==> src/rtl/mbgpio_ctrl.sv <==
module mbgpio_ctrl #(
  parameter int NB = 2,
  parameter logic [NB*8-1:0] BANK_WIDTHS = {8'd20, 8'd32},
  parameter int AW = 5
) (
  input  logic              clk,
  input  logic              rst_n,
  input  logic [AW-1:0]     addr,
  input  logic              wr_en,
  input  logic [31:0]       wr_data,
  input  logic              rd_en,
  output logic [31:0]       rd_data,
  input  logic [NB*32-1:0]  pad_in,
  output logic [NB*32-1:0]  pad_out,
  output logic [NB*32-1:0]  pad_oe,
  output logic              irq
);
  localparam int BAW = AW - 3;

  logic [NB*32-1:0] impl, sync1, sync2, prev, stat_q, mask_q;
  logic [BAW-1:0]   bsel;
  logic [2:0]       rsel;
  logic [31:0]      bank_rd [NB];
  logic [31:0]      rd_mux;

  assign bsel = addr[AW-1:3];
  assign rsel = addr[2:0];

  always_ff @(posedge clk) begin
    if (!rst_n) begin
      sync1 <= '0;
      sync2 <= '0;
      prev  <= '0;
    end else begin
      sync1 <= pad_in & impl;
      sync2 <= sync1;
      prev  <= sync2;
    end
  end

  for (genvar b = 0; b < NB; b++) begin : g_bank
    localparam int W = int'(BANK_WIDTHS[b*8 +: 8]);
    logic [31:0] m, wd, s2, pv, rise, fall, ev, clr;
    logic [31:0] oden, data, dir, ec, ei, mask, lvl, stat;
    logic        sel;

    assign m  = (W >= 32) ? 32'hFFFF_FFFF : ((32'd1 << W) - 32'd1);
    assign impl[b*32 +: 32] = m;
    assign sel  = wr_en && (int'(bsel) == b);
    assign wd   = wr_data & m;
    assign s2   = sync2[b*32 +: 32];
    assign pv   = prev[b*32 +: 32];
    assign rise = s2 & ~pv;
    assign fall = ~s2 & pv;
    assign ev   = m & ((lvl & ~(s2 ^ ec)) |
                       (~lvl & ei & (rise | fall)) |
                       (~lvl & ~ei & ((ec & rise) | (~ec & fall))));
    assign clr  = (sel && rsel == 3'd7) ? wd : 32'h0;

    always_ff @(posedge clk) begin
      if (!rst_n) begin
        oden <= '0; data <= '0; dir <= '0; ec <= '0;
        ei <= '0; mask <= '0; lvl <= '0;
      end else if (sel) begin
        case (rsel)
          3'd0: oden <= wd;
          3'd1: data <= wd;
          3'd2: dir  <= wd;
          3'd3: ec   <= wd;
          3'd4: ei   <= wd;
          3'd5: mask <= wd;
          3'd6: lvl  <= wd;
          default: ;
        endcase
      end
    end

    always_ff @(posedge clk) begin
      if (!rst_n) stat <= '0;
      else        stat <= (stat | ev) & ~clr & m;
    end

    assign stat_q[b*32 +: 32]  = stat;
    assign mask_q[b*32 +: 32]  = mask;
    assign pad_out[b*32 +: 32] = data & ~oden & m;
    assign pad_oe[b*32 +: 32]  = ~dir & ~(oden & data) & m;

    always_comb begin
      case (rsel)
        3'd0: bank_rd[b] = oden;
        3'd1: bank_rd[b] = (data & ~dir) | (s2 & dir);
        3'd2: bank_rd[b] = dir;
        3'd3: bank_rd[b] = ec;
        3'd4: bank_rd[b] = ei;
        3'd5: bank_rd[b] = mask;
        3'd6: bank_rd[b] = lvl;
        default: bank_rd[b] = stat;
      endcase
    end
  end

  always_comb begin
    rd_mux = '0;
    for (int b = 0; b < NB; b++)
      if (int'(bsel) == b) rd_mux = bank_rd[b];
  end

  always_ff @(posedge clk) begin
    if (!rst_n)     rd_data <= '0;
    else if (rd_en) rd_data <= rd_mux;
  end

  assign irq = |(stat_q & mask_q);
endmodule


==> config.mk <==
export PLATFORM = sky130hd
export DESIGN_NAME = mbgpio_ctrl
export DESIGN_NICKNAME = d
export VERILOG_FILES = /design/src/rtl/mbgpio_ctrl.sv
export SDC_FILE = /design/constraint.sdc
export NUM_CORES = 1
export LEC_CHECK = 0
export BUFFER_PORTS_ARGS = -buffer_cell sky130_fd_sc_hd__buf_2
export CAP_MARGIN = 20
export CORE_MARGIN = 10
export CORE_UTILIZATION = 44
export CTS_CLUSTER_SIZE = 10
export DETAILED_ROUTE_END_ITERATION = 8
export SYNTH_ARGS = -nofsm -noshare
export SYNTH_HDL_FRONTEND = slang
export SYNTH_SLANG_ARGS = --single-unit
==> constraint.sdc <==
create_clock -name clk -period 4.05 [get_ports clk]
set_input_delay 0.405 -clock clk [delete_from_list [all_inputs] [get_ports clk]]
set_output_delay 0.405 -clock clk [all_outputs]
set_load 0.01 [all_outputs]
==> impl_results.md <==
- Status: finished clean
- Largest cells by area after synthesis: dfxtp_1 41%, nand2_1 10%, a21boi_0 7.7%
- Worst R2R Path Depth: 7
- Storage element area: 12,100 µm²
- Leak Pwr: about 0.013 µW
- CTS buffer count: 72
- HP Class: in2reg
- Max_cap viols: 0
- CP arrival: a little under 3000 ps
- Clock insertion delay at the later pin of the skew report: 620 ps
- Post-CTS Resized: 0
- Vias in the first global route: 24,200
- Power Dens Cells: approximately 390 nW/µm²
- Pint: just under 10,000 µW
- DRT iter0 DRCs: 2,415
- Sink Count: between 600 and 700
- WS Path Type: reg2out
- Die span in y: approximately 280 µm
- Slowest Stage Delay on Critical Path: around 660 ps
- Share of cells above drive strength 1: 13.0%
- Hold Path End: g_bank[0].dir[31]
- Post-Synthesis Cell Area: approximately 29,000 µm²
- Fillers: 6,324
- CTS tree: yes
- Setup-failing EPs final: 0
- Clock Power Share: 45.3%
- RePlAce Congestion: roughly 0.91
- Initial Util: 44.6%
- Area of the multi-input gates: about 16,000 µm²
- Fmax: about 300 MHz
- Final nets: around 3,800
- Setup TNS Final: 0 ps
- Final Core Density: about half
- Htree depth: 3
- Post-synth EDFFs: 0
- Antenna Nets Post-Route: 0
- Routed wire length: approximately 110,000 µm
- Slew @ Worst Pin: 998 ps
- Gr usage total: a little over a quarter
- CP Launch Type: flip-flop
- Synth cell types: 63
- FF+latch count, synth: approximately 600
- Max Root-Sink Buffers: 3
- Mean Syn Cell Area: roughly 8.6 µm²
- Clock tree root buffer cell: clkbuf_16
- Top Ports: 266
- Crit path max fanout: 3
- Grt total ovfl: 0
- DP HPWL: 69,600 µm
- Top post-synthesis cells by count: 794 x nand2_1, 604 x dfxtp_1, 302 x a21boi_0
- Logic pwr share: under 10%
- Period utilization: 82.3%
- RR Endpoint: g_bank[1].stat[1]
- Reg-to-Reg Start: sync2[33]
- Placed inst area: around 31,000 µm²
- Die W: between 200 and 300 µm
- Final hold viol count: 0
- CTS clk-pin slew, worst paths: 50 ps
- Setup repair bufs after CTS: 0
- CP required: between 3000 and 4000 ps
- Via count: approximately 25,000
- Initial antenna violation count: 8
- CP cell instances: a22o_1 -> a221oi_1 -> nand4_1 -> or4_1 -> buf_2
- Count leader, synth: nand2_1
- Die area: about 78,000 µm²
- Ys flop type: dfxtp_1
- Largest net degree at the start of global routing: ~140
- Sw Share: around 25%
- Avg Vias per Cell: 5.66
- Area Growth Syn to Fin: 13.8%
- IR drop worst, VDD: approximately 0.31 mV
- Fin crit period: between 3000 and 4000 ps
- Synth Instances: 3,437
- Sequential fraction of design power: 47.2%
- Reg2reg setup slack: between 2000 and 2500 ps
- RSZ-0062 raised after global routing: no
- Yosys warning total: 0
- # rows: 94
- Synth area leader: dfxtp_1
- Min-delay src: wr_data[31]
- Sw power: between 3000 and 4000 µW
- Core area: around 66,000 µm²
- Relative slew slack: between 30% and 40%
- CP max-delay cell: or4_1
- First-pass GRT wire length: about 160,000 µm
- Yosys top cell area share: about two fifths
- Pre-Repair DR Iteration Count: 5
- Fin area: ~34,000 µm²
- FFs w/ async S/R, synth: 0%
- Setup crit end kind: output port
- PortBufs: roughly 230
- Residual DRC count: 0
- Hold path depth: 3
- Final Max Slew Viols: 0
- Routed wire per std cell: around 23 µm
- Sequential share of the synthesized area: 41.0%
- Clk_skew: between 20 and 25 ps
- Hold_buf cts: 52
metal layers:
layer | global-route usage (%) | part of all wire (%) | vias up | wire [µm]
met4 | 8.71 | 3.2 | 10 | 3340
met2 | 42.0 | 45 | 982 | 47600
met5 | 0 | 0.073 | - | 77
met3 | 6.68 | 9.4 | 189 | 9840
li1 | - | - | 12000 | -
met1 | 34.1 | 42 | 12200 | 44300
worst max path at each step:
| stage | from | endpoint |
|---|---|---|
| floorplan | g_bank[1].stat[18] | irq |
| CTS | g_bank[0].stat[29] | irq |
| global route | g_bank[0].stat[29] | irq |
| finish | g_bank[0].stat[29] | irq |
| detailed placement | addr[0] | g_bank[0].data[9] |
| global placement | addr[0] | g_bank[0].data[31] |
layout make-up:
class,instances,share of cell area (%)
antenna,3,0.0224
clock buffer,93,6.04
clock inverter,4,0.0820
inverter,107,1.20
multi-input combinational,2455,46.5
sequential,604,36.0
tap,864,3.22
timing repair buffer,347,6.86
cells in the final DEF (no fill, tap or decap), types with 14 or more instances in the layout:
master | synthesis | routed
a21boi_1 | 49 | 49
a211o_1 | 52 | 52
ha_1 | 104 | 104
inv_1 | 105 | 105
xnor2_1 | 52 | 52
a21boi_0 | 302 | 302
conb_1 | 1 | 24
mux2i_1 | 62 | 62
buf_4 | 47 | 59
dlygate4sd3_1 | 0 | 52
a211oi_1 | 105 | 105
a221oi_1 | 21 | 21
o22ai_1 | 27 | 27
and3_1 | 54 | 54
nor2b_1 | 149 | 148
a21oi_1 | 103 | 103
a221o_1 | 17 | 17
and2_1 | 166 | 166
dfxtp_1 | 604 | 604
nor2_1 | 37 | 33
o21ai_0 | 65 | 65
clkbuf_16 | 0 | 77
a22oi_1 | 33 | 33
buf_2 | 94 | 225
o221ai_1 | 47 | 47
nand2_1 | 794 | 794
mux2_2 | 52 | 52
nand3_1 | 14 | 14
stage by stage:
stage	total power (µW)	instances	setup slack [ps]	hold WS, ps
3_5_place_dp	7240	4323	1050	417
3_3_place_gp	7240	4323	1090	413
5_1_grt	13600	4474	730	113
2_1_floorplan	6910	3460	2260	412
4_1_cts	13200	4472	731	97.2
6_report	13100	4477	715	123
critical path: cells and delay by family (launching register included):
family / cells / cell delay [ps]
compound gates: 2 / 920
simple gates: 2 / 880
flops: 1 / 330
buf+inv: 1 / 200
kinds of logic (layout without fill, tap and decap cells):
| family | after synthesis | in the layout | share of synthesized area [%] |
|---|---|---|---|
| AND/OR/NAND/NOR | 1248 | 1248 | 19.5 |
| AO/OA/AOI/OAI | 903 | 903 | 22.4 |
| multiplexers | 124 | 124 | 4.67 |
| adder cells (fa/ha/maj) | 104 | 104 | 4.41 |
| XOR/XNOR | 52 | 52 | 1.54 |
| buffers and inverters | 401 | 551 | 6.46 |
| other | 1 | 27 | 0.0127 |
| flip-flops | 604 | 604 | 41.0 |
power by group through the flow:
stage	Sequential (µW)	Combinational [µW]	Clock, µW
5_1_grt	6200	1060	6290
2_1_floorplan	6270	642	0
4_1_cts	6190	964	6070
6_report	6200	985	5960
3_5_place_dp	6320	922	0
3_3_place_gp	6320	914	0
registers in the layout (all words and copies together) (netlist names):
name / cells
g_bank.mask: 52
sync1: 52
prev: 52
g_bank.lvl: 52
g_bank.data: 52
g_bank.ec: 52
g_bank.stat: 52
rd_data: 32
g_bank.oden: 52
g_bank.ei: 52
sync2: 52
g_bank.dir: 52
(Power assumes the default switching activity.)
